`config.mk`:
```
export PLATFORM = sky130hd
export DESIGN_NAME = arb_top
export DESIGN_NICKNAME = d
export VERILOG_FILES = /design/src/rtl/arb_pkg.sv /design/src/rtl/arb_lookup.sv /design/src/rtl/arb_order.sv /design/src/rtl/arb_ctrl.sv /design/src/rtl/arb_top.sv
export SDC_FILE = /design/constraint.sdc
export NUM_CORES = 1
export LEC_CHECK = 0
export ABC_CLOCK_PERIOD_IN_PS = 9210
export BUFFER_PORTS_ARGS = -buffer_cell sky130_fd_sc_hd__buf_2
export CAP_MARGIN = 20
export CORE_ASPECT_RATIO = 0.5
export CORE_MARGIN = 5
export CORE_UTILIZATION = 45
export CTS_CLUSTER_SIZE = 20
export DETAILED_ROUTE_END_ITERATION = 8
export GPL_TIMING_DRIVEN = 0
export PLACE_DENSITY_LB_ADDON = 0.1
export SYNTH_ARGS = -nofsm -noshare
export SYNTH_HDL_FRONTEND = slang
export SYNTH_HIERARCHICAL = 1
export SYNTH_SLANG_ARGS = --single-unit
```
`constraint.sdc`:
```
create_clock -name clk -period 9.21 [get_ports clk]
set_input_delay 0.921 -clock clk [delete_from_list [all_inputs] [get_ports clk]]
set_output_delay 0.921 -clock clk [all_outputs]
set_load 0.01 [all_outputs]
```
`src/rtl/arb_pkg.sv`:
```
package arb_pkg;
    typedef enum logic {
        ARB_RUN    = 1'b0,
        ARB_COMMIT = 1'b1
    } arb_state_e;

    typedef enum logic {
        OVF_HOLD   = 1'b0,
        OVF_SQUASH = 1'b1
    } arb_ovf_e;
endpackage

```
`src/rtl/arb_lookup.sv`:
```
module arb_lookup #(
    parameter int ENT_W  = 2,
    parameter int ADDR_W = 8,
    localparam int NE    = 1 << ENT_W
) (
    input  logic [NE-1:0]             ent_valid_i,
    input  logic [NE-1:0][ADDR_W-1:0] ent_addr_i,
    input  logic [ADDR_W-1:0]         addr_i,
    output logic                      hit_o,
    output logic [ENT_W-1:0]          hit_idx_o,
    output logic                      free_o,
    output logic [ENT_W-1:0]          free_idx_o
);
    always_comb begin
        hit_o     = 1'b0;
        hit_idx_o = '0;
        for (int e = 0; e < NE; e++) begin
            if (ent_valid_i[e] && ent_addr_i[e] == addr_i) begin
                hit_o     = 1'b1;
                hit_idx_o = ENT_W'(e);
            end
        end
    end

    always_comb begin
        free_o     = 1'b0;
        free_idx_o = '0;
        for (int e = NE - 1; e >= 0; e--) begin
            if (!ent_valid_i[e]) begin
                free_o     = 1'b1;
                free_idx_o = ENT_W'(e);
            end
        end
    end
endmodule

```
`src/rtl/arb_order.sv`:
```
module arb_order #(
    parameter int TASK_W = 2,
    localparam int NT    = 1 << TASK_W
) (
    input  logic [NT-1:0]     ld_i,
    input  logic [NT-1:0]     st_i,
    input  logic [TASK_W-1:0] head_i,
    input  logic [TASK_W-1:0] task_i,
    output logic              fwd_hit_o,
    output logic [TASK_W-1:0] fwd_task_o,
    output logic              viol_hit_o,
    output logic [TASK_W-1:0] viol_task_o
);
    logic [TASK_W-1:0] age_q;
    logic [TASK_W-1:0] slot;
    logic              stop;

    assign age_q = task_i - head_i;

    always_comb begin
        fwd_hit_o   = 1'b0;
        fwd_task_o  = '0;
        viol_hit_o  = 1'b0;
        viol_task_o = '0;
        stop        = 1'b0;
        slot        = '0;
        for (int a = 0; a < NT; a++) begin
            slot = head_i + TASK_W'(a);
            if (a <= int'(age_q) && st_i[slot]) begin
                fwd_hit_o  = 1'b1;
                fwd_task_o = slot;
            end
            if (a > int'(age_q) && !stop) begin
                if (ld_i[slot]) begin
                    viol_hit_o  = 1'b1;
                    viol_task_o = slot;
                    stop        = 1'b1;
                end else if (st_i[slot]) begin
                    stop = 1'b1;
                end
            end
        end
    end
endmodule

```
`src/rtl/arb_ctrl.sv`:
```
module arb_ctrl
    import arb_pkg::*;
#(
    parameter int ENT_W = 2
) (
    input  logic             clk,
    input  logic             rst_n,
    input  logic             retire_i,
    input  logic             squash_i,
    output logic             run_o,
    output logic             commit_o,
    output logic [ENT_W-1:0] commit_idx_o,
    output logic             done_o
);
    localparam logic [ENT_W-1:0] LAST = '1;

    arb_state_e       state_q, state_d;
    logic [ENT_W-1:0] idx_q;

    always_ff @(posedge clk) begin
        if (!rst_n) begin
            state_q <= ARB_RUN;
            idx_q   <= '0;
        end else begin
            state_q <= state_d;
            idx_q   <= (state_q == ARB_COMMIT) ? idx_q + 1'b1 : '0;
        end
    end

    always_comb begin
        state_d = state_q;
        unique case (state_q)
            ARB_RUN:    if (retire_i && !squash_i) state_d = ARB_COMMIT;
            ARB_COMMIT: if (idx_q == LAST)         state_d = ARB_RUN;
            default:    state_d = ARB_RUN;
        endcase
    end

    always_comb begin
        run_o        = 1'b0;
        commit_o     = 1'b0;
        done_o       = 1'b0;
        commit_idx_o = idx_q;
        unique case (state_q)
            ARB_RUN:    run_o = 1'b1;
            ARB_COMMIT: begin
                commit_o = 1'b1;
                done_o   = (idx_q == LAST);
            end
            default:    run_o = 1'b0;
        endcase
    end
endmodule

```
`src/rtl/arb_top.sv`:
```
module arb_top
    import arb_pkg::*;
#(
    parameter int TASK_W = 2,
    parameter int ENT_W  = 2,
    parameter int ADDR_W = 8,
    parameter int DATA_W = 16
) (
    input  logic              clk,
    input  logic              rst_n,
    input  logic [TASK_W-1:0] head_i,
    input  logic              req_valid_i,
    input  logic              req_store_i,
    input  logic [TASK_W-1:0] req_task_i,
    input  logic [ADDR_W-1:0] req_addr_i,
    input  logic [DATA_W-1:0] req_wdata_i,
    output logic              req_ready_o,
    output logic              rd_valid_o,
    output logic [DATA_W-1:0] rd_data_o,
    input  logic              ovf_mode_i,
    output logic              ovf_squash_o,
    output logic [TASK_W-1:0] ovf_task_o,
    output logic              viol_valid_o,
    output logic [TASK_W-1:0] viol_task_o,
    input  logic              retire_i,
    output logic              retire_done_o,
    input  logic              squash_i,
    input  logic [TASK_W-1:0] squash_task_i,
    output logic [ADDR_W-1:0] cache_rd_addr_o,
    input  logic [DATA_W-1:0] cache_rd_data_i,
    output logic              cache_wr_en_o,
    output logic [ADDR_W-1:0] cache_wr_addr_o,
    output logic [DATA_W-1:0] cache_wr_data_o
);
    localparam int NT = 1 << TASK_W;
    localparam int NE = 1 << ENT_W;

    // entry storage
    logic [NE-1:0]             ent_valid, nx_valid;
    logic [NE-1:0][ADDR_W-1:0] ent_addr;
    logic [NE-1:0][NT-1:0]     ent_ld, nx_ld;
    logic [NE-1:0][NT-1:0]     ent_st, nx_st;
    logic [DATA_W-1:0]         ent_data [NE][NT];

    logic              hit, free_avail;
    logic [ENT_W-1:0]  hit_idx, free_idx, tgt_idx;
    logic [NT-1:0]     sel_ld, sel_st, sq_mask;
    logic              fwd_hit, viol_hit;
    logic [TASK_W-1:0] fwd_task, viol_task;
    logic              run, commit, done;
    logic [ENT_W-1:0]  commit_idx;

    logic is_head, full_block, slot_open, accept, do_ovf, do_buf;
    logic [DATA_W-1:0] load_data;
    logic [TASK_W-1:0] sq_age;

    arb_lookup #(.ENT_W(ENT_W), .ADDR_W(ADDR_W)) u_lookup (
        .ent_valid_i (ent_valid),
        .ent_addr_i  (ent_addr),
        .addr_i      (req_addr_i),
        .hit_o       (hit),
        .hit_idx_o   (hit_idx),
        .free_o      (free_avail),
        .free_idx_o  (free_idx)
    );

    assign sel_ld = hit ? ent_ld[hit_idx] : '0;
    assign sel_st = hit ? ent_st[hit_idx] : '0;

    arb_order #(.TASK_W(TASK_W)) u_order (
        .ld_i        (sel_ld),
        .st_i        (sel_st),
        .head_i      (head_i),
        .task_i      (req_task_i),
        .fwd_hit_o   (fwd_hit),
        .fwd_task_o  (fwd_task),
        .viol_hit_o  (viol_hit),
        .viol_task_o (viol_task)
    );

    arb_ctrl #(.ENT_W(ENT_W)) u_ctrl (
        .clk          (clk),
        .rst_n        (rst_n),
        .retire_i     (retire_i),
        .squash_i     (squash_i),
        .run_o        (run),
        .commit_o     (commit),
        .commit_idx_o (commit_idx),
        .done_o       (done)
    );

    assign retire_done_o = done;

    // request acceptance
    assign is_head     = (req_task_i == head_i);
    assign full_block  = !is_head && !hit && !free_avail;
    assign slot_open   = run && !squash_i && !retire_i;
    assign req_ready_o = slot_open && !(full_block && ovf_mode_i == OVF_HOLD);
    assign accept      = req_valid_i && req_ready_o;
    assign do_ovf      = accept && full_block;
    assign do_buf      = accept && !is_head && !full_block;
    assign tgt_idx     = hit ? hit_idx : free_idx;

    assign cache_rd_addr_o = req_addr_i;

    always_comb begin
        load_data = cache_rd_data_i;
        if (!is_head && fwd_hit) load_data = ent_data[hit_idx][fwd_task];
    end

    // cache write port: commit walk or head store
    always_comb begin
        cache_wr_en_o   = 1'b0;
        cache_wr_addr_o = req_addr_i;
        cache_wr_data_o = req_wdata_i;
        if (commit) begin
            cache_wr_en_o   = ent_valid[commit_idx] && ent_st[commit_idx][head_i];
            cache_wr_addr_o = ent_addr[commit_idx];
            cache_wr_data_o = ent_data[commit_idx][head_i];
        end else if (accept && req_store_i && is_head) begin
            cache_wr_en_o = 1'b1;
        end
    end

    // squash mask by age
    assign sq_age = squash_task_i - head_i;
    generate
        for (genvar t = 0; t < NT; t++) begin : g_sqmask
            logic [TASK_W-1:0] t_age;
            assign t_age      = TASK_W'(t) - head_i;
            assign sq_mask[t] = squash_i && (t_age >= sq_age);
        end
    endgenerate

    // next-state of marks
    always_comb begin
        nx_valid = ent_valid;
        nx_ld    = ent_ld;
        nx_st    = ent_st;
        for (int e = 0; e < NE; e++) begin
            nx_ld[e] = nx_ld[e] & ~sq_mask;
            nx_st[e] = nx_st[e] & ~sq_mask;
        end
        if (commit) begin
            nx_ld[commit_idx][head_i] = 1'b0;
            nx_st[commit_idx][head_i] = 1'b0;
        end
        if (do_buf) begin
            nx_valid[tgt_idx] = 1'b1;
            if (req_store_i) nx_st[tgt_idx][req_task_i] = 1'b1;
            else             nx_ld[tgt_idx][req_task_i] = 1'b1;
        end
        for (int e = 0; e < NE; e++) begin
            if (nx_ld[e] == '0 && nx_st[e] == '0) nx_valid[e] = 1'b0;
        end
    end

    always_ff @(posedge clk) begin
        if (!rst_n) begin
            ent_valid <= '0;
            ent_ld    <= '0;
            ent_st    <= '0;
        end else begin
            ent_valid <= nx_valid;
            ent_ld    <= nx_ld;
            ent_st    <= nx_st;
        end
    end

    generate
        for (genvar e = 0; e < NE; e++) begin : g_ent
            always_ff @(posedge clk) begin
                if (!rst_n) begin
                    ent_addr[e] <= '0;
                end else if (do_buf && !hit && tgt_idx == ENT_W'(e)) begin
                    ent_addr[e] <= req_addr_i;
                end
            end
            always_ff @(posedge clk) begin
                if (do_buf && req_store_i && tgt_idx == ENT_W'(e))
                    ent_data[e][req_task_i] <= req_wdata_i;
            end
        end
    endgenerate

    // registered responses
    always_ff @(posedge clk) begin
        if (!rst_n) begin
            rd_valid_o   <= 1'b0;
            rd_data_o    <= '0;
            viol_valid_o <= 1'b0;
            viol_task_o  <= '0;
            ovf_squash_o <= 1'b0;
            ovf_task_o   <= '0;
        end else begin
            rd_valid_o   <= accept && !req_store_i && !full_block;
            rd_data_o    <= load_data;
            viol_valid_o <= accept && req_store_i && !full_block && hit && viol_hit;
            viol_task_o  <= viol_task;
            ovf_squash_o <= do_ovf;
            ovf_task_o   <= req_task_i;
        end
    end
endmodule

```
### After elaboration in Yosys (flattened, before gate mapping)

Memory sizes are Yosys's and may differ from the RTL's. A register that Yosys moved wholly into a read port is not among the register bits.
Cells that the tools add are included.
Widths: inputs -> output; s select.

| operators by class | value |
|---|---|
| $add $sub $neg | 10 |
| order comparisons | 26 |
| muxes and demuxes | 123 |
| bitwise operators | 21 |
| eq/ne operators | 9 |
| reductions and logical operators | 79 |

Operators by type and width:

| kind | count |
|---|---|
| $mux 64 | 10 |
| $mux 16 | 13 |
| $reduce_or 64->1 | 3 |
| $bmux 16 s2 | 2 |
| $logic_and 1x1->1 | 52 |
| $mux 1 | 48 |
| $mux 2 | 21 |
| $and 16x16->16 | 2 |
| $and 4x4->4 | 8 |
| $demux 16 s2 | 1 |
| $eq 8x8->1 | 4 |
| $logic_not 4->1 | 8 |
| $or 16x16->16 | 2 |
| $mux 4 | 7 |
| $bmux 4 s2 | 3 |
| $lt 2x3->1 const B | 8 |
| $bmux 1 s2 | 9 |
| $bmux 8 s2 | 1 |
| $demux 4 s2 | 2 |
| $mux 8 | 2 |
| $not 16->16 | 1 |
| $logic_not 1->1 | 10 |
| $ge 3x3->1 const B | 3 |
| $not 2->3 | 3 |
| other kinds (23) | 45 |

| word-level totals | value |
|---|---|
| output and inout port bits | 58 |
| RAM bits | 256 |
| memories | 1 |
| word-level logic and storage cells | 293 |
| bits in registers | 94 |

Memories:

| memory | words | width | rd ports | clocked after memory_dff | wr ports | line | source |
|---|---|---|---|---|---|---|---|
| ent_data | 4 | 64 | 2 | 1 | 1 | arb_top.sv:43 | `logic [DATA_W-1:0] ent_data [NE][NT];` |

### Logic depth before layout (Yosys ltp)

Gate-level depths: netlist of the first run.

| logic depth | value |
|---|---|
| depth after elaboration | 23 |
| gate-level depth with buffers | 23 |
| gate-level depth less buffers | 16 |

### By module

The synthesis of the first run kept the hierarchy.

Modules (own cells, without submodules):

| module | area an instance (µm²) | instances | cells an instance |
|---|---|---|---|
| arb_top | 16624.7 | 1 | 1020 |
| arb_order | 615.6 | 1 | 81 |
| arb_lookup | 421.7 | 1 | 55 |
| arb_ctrl | 120.1 | 1 | 12 |

### Least setup slack after synthesis of the first run

OpenSTA, ideal clock, no wires.

| path | value |
|---|---|
| path type | input -> register |
| from | input port req_addr_i[0] |
| to | register rd_data_o[4] |
| stages | 22 |
| setup slack | 3.685 ns |
| required time | 9.145 ns |
| buffers on the path | 7 |
| arrival | 5.460 ns |
| cell sequence | buf_6 -> xnor2_2 -> nand2_1 -> or3_1 -> nand2_1 -> clkbuf_1 -> buf_2 -> buf_1 -> buf_2 -> mux4_2 -> and2_1 -> mux4_2 -> a311o_1 -> a221oi_2 -> a221o_1 -> and2_1 -> buf_1 -> clkbuf_1 -> a22oi_1 -> a21oi_1 -> a21oi_1 -> nor2b_1 |

| on the way | value |
|---|---|
| elaborated cells between the ends (all ways) | 44 |
| those cells by class | 4 x eq/ne; 30 x mux; 1 x bitwise; 8 x reduce/logical; 1 x memory |

RTL lines:

| what | line | source |
|---|---|---|
| start: declaration | arb_top.sv:15 | `input logic [ADDR_W-1:0] req_addr_i,` |
| $eq 8x8->1 | arb_lookup.sv:18 | `if (ent_valid_i[e] && ent_addr_i[e] == addr_i) begin` |
| $logic_and 1x1->1 | arb_lookup.sv:18 |  |
| $mux 2 | arb_lookup.sv:18 |  |
| $mux 2 (*) | arb_lookup.sv:18 |  |
| named net hit_idx[1] | arb_top.sv:46 | `logic [ENT_W-1:0] hit_idx, free_idx, tgt_idx;` |
| $bmux 4 s2 (*) | arb_top.sv:68 | `assign sel_st = hit ? ent_st[hit_idx] : '0;` |
| $mux 4 (not written as such) (*) | arb_top.sv:68 |  |
| $mux 4 (*) | arb_top.sv:68 |  |
| named net sel_st[1] | arb_top.sv:47 | `logic [NT-1:0] sel_ld, sel_st, sq_mask;` |
| (+2 left out) | n/a |  |
| $mux 2 or $logic_and 1x1->1 (tied branches) | arb_order.sv:29 | `if (a <= int'(age_q) && st_i[slot]) begin` |
| $mux 2 (2 in a row) | arb_order.sv:29 |  |
| $mux 2 (*) | arb_order.sv:29 |  |
| named net fwd_task[1] | arb_top.sv:49 | `logic [TASK_W-1:0] fwd_task, viol_task;` |
| $not 2->3 (not written as such) (*) | arb_top.sv:108 | `if (!is_head && fwd_hit) load_data = ent_data[hit_idx][fwd_task];` |
| $bmux 16 s2 (*) | arb_top.sv:108 |  |
| $mux 16 (not written as such) (*) (2 in a row) | arb_top.sv:108 |  |
| $mux 16 (*) | arb_top.sv:108 |  |
| end signal: assignment | arb_top.sv:197 | `rd_data_o <= load_data;` |
| end: declaration | arb_top.sv:19 | `output logic [DATA_W-1:0] rd_data_o,` |

Mark *: on every way through the listed nets, which the timed path passes. The rest lies on a longest branch. The select of a mux whose other input is x is not followed.
A chain may end at the register's enable or synchronous reset.

### Worst setup path in the final report of the first run

| path | value |
|---|---|
| from | input port req_addr_i[3] |
| to | register rd_data_o[7] |

The elaborated chain is that of the path after synthesis.

==> results of run 1 <==
==> cell families (layout without fill, tap and decap cells) <==
| kind of cell | Yosys count | in the layout | share of synthesized area [%] |
|---|---|---|---|
| multiplexers | 238 | 238 | 25.5 |
| AND/OR/NAND/NOR | 254 | 254 | 8.18 |
| flip-flops | 350 | 350 | 53.8 |
| buffers and inverters | 101 | 293 | 2.96 |
| adder cells (fa/ha/maj) | 10 | 10 | 0.704 |
| other | 0 | 1 | 0 |
| XOR/XNOR | 41 | 41 | 2.19 |
| AO/OA/AOI/OAI | 174 | 174 | 6.66 |
==> worst max-delay path: stages <==
cell and delay [ns]:
buf_2 0.17, xor2_1 0.18, nor4_1 0.54, nand4_1 0.22, nand2_1 0.11, clkbuf_1 0.32, buf_2 0.39, buf_1 0.66
buf_2 0.43, mux4_2 0.42, and2_1 0.27, mux4_2 0.57, mux2i_1 0.18, o22ai_1 0.10, mux2i_1 0.52, nor2b_1 0.21
clkbuf_1 0.47, clkbuf_1 0.70, a22oi_1 0.28, a21oi_1 0.32, a21oi_1 0.07, nor2b_1 0.15
==> power groups by stage <==
stage	logic [mW]	registers (mW)	clock network [mW]
after floorplan	0.138	1.74	0
after global placement	0.232	1.73	0
after detailed placement	0.237	1.73	0
after CTS	0.238	1.70	1.39
after global routing	0.256	1.70	1.46
final	0.239	1.70	1.37
==> registers in the layout (all words and copies together) (netlist names) <==
signal and flops:
ent_addr 32, ent_data 256, ent_ld 16, ent_st 16
ent_valid 4, ovf_squash_o 1, ovf_task_o 2, rd_data_o 16
rd_valid_o 1, u_ctrl/commit_idx_o 2, u_ctrl/state_q 1, viol_task_o 2
viol_valid_o 1
==> cells in the final DEF (no fill, tap or decap), types with 7 or more instances in the layout <==
master | synthesis | layout
a21oi_1 | 46 | 46
a22oi_1 | 45 | 45
a31oi_1 | 11 | 11
a32oi_1 | 8 | 8
and2_1 | 15 | 15
buf_2 | 25 | 135
buf_4 | 10 | 11
buf_6 | 4 | 8
buf_8 | 0 | 12
clkbuf_1 | 40 | 46
clkbuf_16 | 0 | 36
dfxtp_1 | 94 | 94
edfxtp_1 | 256 | 256
ha_1 | 10 | 10
inv_1 | 12 | 12
mux2_2 | 26 | 26
mux2i_1 | 40 | 40
mux4_2 | 169 | 169
nand2_1 | 20 | 20
nand3_1 | 16 | 16
nand4_1 | 11 | 11
nor2_1 | 39 | 31
nor2b_1 | 86 | 86
nor3_1 | 25 | 19
nor4_1 | 7 | 7
o21ai_0 | 14 | 14
xnor2_1 | 14 | 14
xor2_1 | 24 | 24
==> cell usage after synthesis, drive strengths merged (3+ instances only) <==
master and instances:
clkbuf 40, o22ai 3, a21oi 46, a32oi 8, nor2b 86, and2 16
inv 14, o21a 3, a211oi 5, nor2 39, nor4 7, nand3 16
nand2 20, and3 3, a22oi 45, mux2i 40, a31oi 11, dfxtp 94
a41oi 4, a21boi 5, o21ai 19, edfxtp 256, o211ai 4, nand4 11
mux4 169, ha 10, xnor2 16, or2 6, nand2b 6, buf 47
mux2 29, xor2 24, a221oi 5, nor3 28, or3 4
==> layer usage <==
layer  vias to the layer above  wire, um  GRT usage, %
li1                       5051         -             -
met1                      6094     23100          35.2
met2                       588     25100          38.9
met3                        95      4990          5.37
met4                         2      1410          6.36
met5                         -        11             0
==> how the worst max path moves through the flow <==
stage	startpoint	endpoint	slack, ns	cells past startpoint
after global routing	req_addr_i[3]	rd_data_o[7]$_SDFF_PN0_	1.25	22
after CTS	req_addr_i[3]	rd_data_o[7]$_SDFF_PN0_	1.65	22
final	req_addr_i[3]	rd_data_o[7]$_SDFF_PN0_	1.44	22
after detailed placement	req_addr_i[3]	rd_data_o[7]$_SDFF_PN0_	1.10	22
after floorplan	req_addr_i[0]	rd_data_o[4]$_SDFF_PN0_	3.68	22
after global placement	req_addr_i[3]	rd_data_o[7]$_SDFF_PN0_	1.14	22
==> area by class of cell <==
type                       count  area, sq um  share of cell area, %
sequential                   350         9570                   46.8
multi-input combinational    717         7750                   37.9
clock buffer                  44          951                   4.65
timing repair buffer         130          866                   4.24
tap                          530          663                   3.24
buffer                        87          474                   2.32
clock inverter                18          116                  0.569
inverter                      14         52.6                  0.257
antenna                        1         2.50                 0.0122
==> per-stage QoR <==
| step | worst slack, ns | instances | utilization (%) |
|---|---|---|---|
| after floorplan | 3.68 | 1168 | - |
| after global placement | 1.14 | 1808 | 48.7 |
| after detailed placement | 1.10 | 1827 | 49.6 |
| after CTS | 1.65 | 1889 | 52.4 |
| after global routing | 1.25 | 1890 | 52.4 |
| final | 1.44 | 1891 | 52.4 |
==> reports/summary.txt, run 1 <==
number of flops mapped to enable cells by yosys -> 256
Critical Path Start Type -> primary input
vias in the first global route -> 11800
final instance area -> 0.0204 sq mm
Leak Pwr -> 6.62 nW
hold_sp -> u_ctrl/commit_idx_o[0]$_SDFF_PN0_
Sw Share -> 23.5%
Post-CTS Hold Fix Bufs -> 0
Worst R2R Path Depth -> 21
antenna viol nets, final -> 0
fmax -> 129 MHz
ys async rst share -> 0%
Slew Limit Fails -> 0
CTS buffer count -> 34
Post-Place Cell Area -> 0.0194 sq mm
fillers -> 3286
crit share post-route -> 84.4%
grt total ovfl -> 0
Post-Synthesis Cells -> 1168
drt pass-1 iters -> 5
Die ar. -> 0.0438 sq mm
syn nets -> 1231
CP Data Arrival Time -> 8.24 ns
NetSw -> 776 uW
logic gate share of total power -> 7.2%
H-tree depth reported by CTS -> 2
outcome -> complete, no violations
Seq pwr share -> 51.4%
Vias per Instance -> 6.26
Post-route DRC -> 0
CTS resizes -> 0
max-cap viol count -> 0
Core ar. -> 0.0390 sq mm
slew margin rel. -> 22.1%
Die Width -> 291 um
hold path cells -> 1
FF+latch count, synth -> 350
CTS tree -> done
skew final -> 0.0187 ns
average wire per standard cell -> 28.9 um
RR Endpoint -> rd_data_o[7]$_SDFF_PN0_
Chip Height -> 151 um
prevailing post-synth register cell -> edfxtp_1
Crit. End Element -> flip-flop
CTS Buffer Depth -> 3
Root Buffer -> clkbuf_16
placer's final routability congestion estimate -> 0.895
Reg clk slew, reported paths -> 0.07 ns
Initial Utilization -> 45.6%
final worst path period need -> 7.77 ns
layout cells sized above 1 -> 32.9%
clock power share -> 41.4%
initial antenna violation count -> 1
largest net degree at the start of global routing -> 18
leading area contributor after synthesis -> edfxtp_1
Final setup viols -> 0
Cell Area, Synth -> 0.0178 sq mm
flop2flop setup slack -> 1.72 ns
first-pass GRT wire length -> 79300 um
Critical Path Fanout Max -> 10
RSZ-0062 raised after global routing -> false
IO Pins -> 111
Placement Rows -> 51
total power -> 3.31 mW
clk_lat worst skew -> 0.54 ns
Peak VDD IR -> 0.145 mV
placed wire-length estimate -> 38200 um
Int Pwr -> 2.53 mW
Layout area overhead -> 15.0%
Slew @ Worst Pin -> 1.17 ns
sequential share of the synthesized area -> 53.8%
final hold violation count -> 0
Final TNS setup -> 0 ns
worst endpoint required time -> 9.68 ns
Synth top area share -> 43.2%
power per cell area -> 162 mW/mm^2
Via Count -> 11800
critical path class -> in -> reg
1st-iter DRT viols -> 1197
Nets -> 1397
reg2reg start -> ent_addr[27]$_SDFFE_PN0P_
hold endpoint -> u_ctrl/commit_idx_o[0]$_SDFF_PN0_
mean area per synthesized cell -> 15.2 sq um
Hold WC Path Type -> reg -> reg
All-Layer GR Usage -> 24.6%
Yosys Warn Count -> 6
port buffer count -> 110
WL final -> 54600 um
total setup buffers inserted after CTS -> 0
clock sinks -> 350
final hold slack -> 0.471 ns
Yosys cell types -> 72
ranking of synthesized cells by area -> edfxtp_1 43%, mux4_2 21%, dfxtp_1 11%
Power figures use the tool's default switching activity.
==> inputs of run 2 (changes only) <==
Settings changed: ABC_CLOCK_PERIOD_IN_PS 9210 to 7100.
Clock period 9.21 ns to 7.1 ns, I/O delays scaled along.
==> reports/summary.txt, run 2 (same netlist as run 1, synthesis figures left out) <==
Post-CTS Hold Fix Bufs -> 0
final worst path period need -> 6.80 ns
max reg flops -> 256
outcome -> complete, no violations
Leak Pwr -> 6.63 nW
slowest CP cell -> nor2_1
initial antenna violation count -> 1
Slew Limit Fails -> 0
most frequent cells in the layout -> 256 x edfxtp_1, 169 x mux4_2, 135 x buf_2, 94 x dfxtp_1, 86 x nor2b_1
Root Buffer -> clkbuf_16
CTS buffer count -> 34
average wire per standard cell -> 28.9 um
Post-route DRC -> 0
Hold WC Path Type -> in -> reg
Core Util, Final -> 52.4%
Die ar. -> 0.0438 sq mm
first-pass GRT wire length -> 79200 um
placed wire-length estimate -> 38200 um
Max stage delay on crit path -> 0.70 ns
Diodes inserted -> 0
crit-path most repeated cell -> buf_2
fillers -> 3282
Core ar. -> 0.0390 sq mm
fmax -> 147 MHz
clock sinks -> 350
Reg clk slew, reported paths -> 0.07 ns
Layout area overhead -> 14.9%
crit share post-route -> 95.7%
final hold violation count -> 0
WL final -> 54500 um
Die Width -> 291 um
CTS tree -> done
grt total ovfl -> 0
largest register by flop count -> ent_data
skew final -> 0.0193 ns
final instance area -> 0.0204 sq mm
worst endpoint required time -> 7.57 ns
Final setup viols -> 0
clk_lat worst skew -> 0.54 ns
port buffer count -> 110
Final TNS setup -> 0 ns
Peak VDD IR -> 0.189 mV
vias in the first global route -> 11800
Post-Place Cell Area -> 0.0194 sq mm
placer's final routability congestion estimate -> 0.895
CTS Buffer Depth -> 3
layout cells sized above 1 -> 33.1%
Slew @ Worst Pin -> 1.17 ns
antenna viol nets, final -> 0
power per cell area -> 210 mW/mm^2
RSZ-0062 raised after global routing -> false
CP cell instances -> buf_2, xor2_1, nor4_1, nand4_1, nand2_1, clkbuf_1, buf_2, buf_2, mux4_2, and2_1, mux4_2, o21ai_0, a221oi_2, a221o_1, nor2_1, clkbuf_1, a22oi_1, a21oi_1, a21oi_1, nor2b_1
critical path class -> in -> reg
commonest non-fill, non-tap cell in the layout -> edfxtp_1
IO Pins -> 111
Vias per Instance -> 6.23
Nets -> 1396
Crit. End Element -> flip-flop
All-Layer GR Usage -> 24.6%
Critical Path Fanout Max -> 19
slew margin rel. -> 22.1%
max-cap viol count -> 0
Critical Path Start Type -> primary input
Placement Rows -> 51
H-tree depth reported by CTS -> 2
drt pass-1 iters -> 5
Top Registers -> ent_data (256), ent_addr (32)
CP Data Arrival Time -> 7.27 ns
largest net degree at the start of global routing -> 20
Chip Height -> 151 um
Via Count -> 11800
1st-iter DRT viols -> 1257
Initial Utilization -> 45.6%
total power -> 4.29 mW
-- run 2: through the flow --
step | worst slack [ns] | instances | hold slack (ns)
2_1_floorplan | 1.79 | 1168 | 0.429
5_1_grt | 0.124 | 1889 | 0.404
3_3_place_gp | -0.762 | 1808 | 0.445
3_5_place_dp | -0.796 | 1827 | 0.455
6_report | 0.304 | 1889 | 0.419
4_1_cts | 0.281 | 1888 | 0.404
-- run 2: path summary, 6_finish.rpt --
kind | from | end | slack [ns] | cells after the start
worst max-delay path | req_addr_i[3] | rd_data_o[9]$_SDFF_PN0_ | 0.30 | 20
worst min register to register | u_ctrl/commit_idx_o[0]$_SDFF_PN0_ | u_ctrl/commit_idx_o[0]$_SDFF_PN0_ | 0.47 | 1
worst max register to register | ent_addr[27]$_SDFFE_PN0P_ | rd_data_o[9]$_SDFF_PN0_ | 0.37 | 19
worst min-delay path | rst_n | u_ctrl/state_q$_SDFF_PN0_ | 0.42 | 2
-- run 2: layer usage --
| layer | part of all wire (%) | global-route usage [%] | wire [um] |
|---|---|---|---|
| met1 | 43 | 35.1 | 23400 |
| met2 | 46 | 39.1 | 25100 |
| met5 | 0.020 | 0 | 11 |
| met4 | 2.5 | 6.13 | 1390 |
| met3 | 8.5 | 5.37 | 4650 |
-- run 2: cell type report --
cell class	count	area [sq um]	share of cell area, %
Tap cell	530	663	3.24
Clock buffer	44	951	4.65
Clock inverter	18	116	0.569
Multi-Input combinational cell	717	7750	37.9
Sequential cell	350	9570	46.8
Timing Repair Buffer	130	866	4.24
Buffer	86	474	2.32
Inverter	14	52.6	0.257
-- run 2: what timing repair did --
action,CTS,global route
setup endpoints to repair,10,8
hold endpoints to repair,0,0
gates resized for setup,1,4
setup buffers,0,0
cloned,0,0
-- run 2: power breakdown --
| group | internal [mW] | switching, mW |
|---|---|---|
| clock network | 0.957 | 0.817 |
| registers | 2.20 | 0.00509 |
| logic | 0.127 | 0.183 |
-- run 2: critical path: cells and delay by family --
family / cells / cell delay (ns)
AO/OA/AOI/OAI: 6 / 1.25
AND/OR/NAND/NOR: 6 / 1.95
multiplexers: 2 / 0.99
buffers and inverters: 5 / 2.15
XOR/XNOR: 1 / 0.18
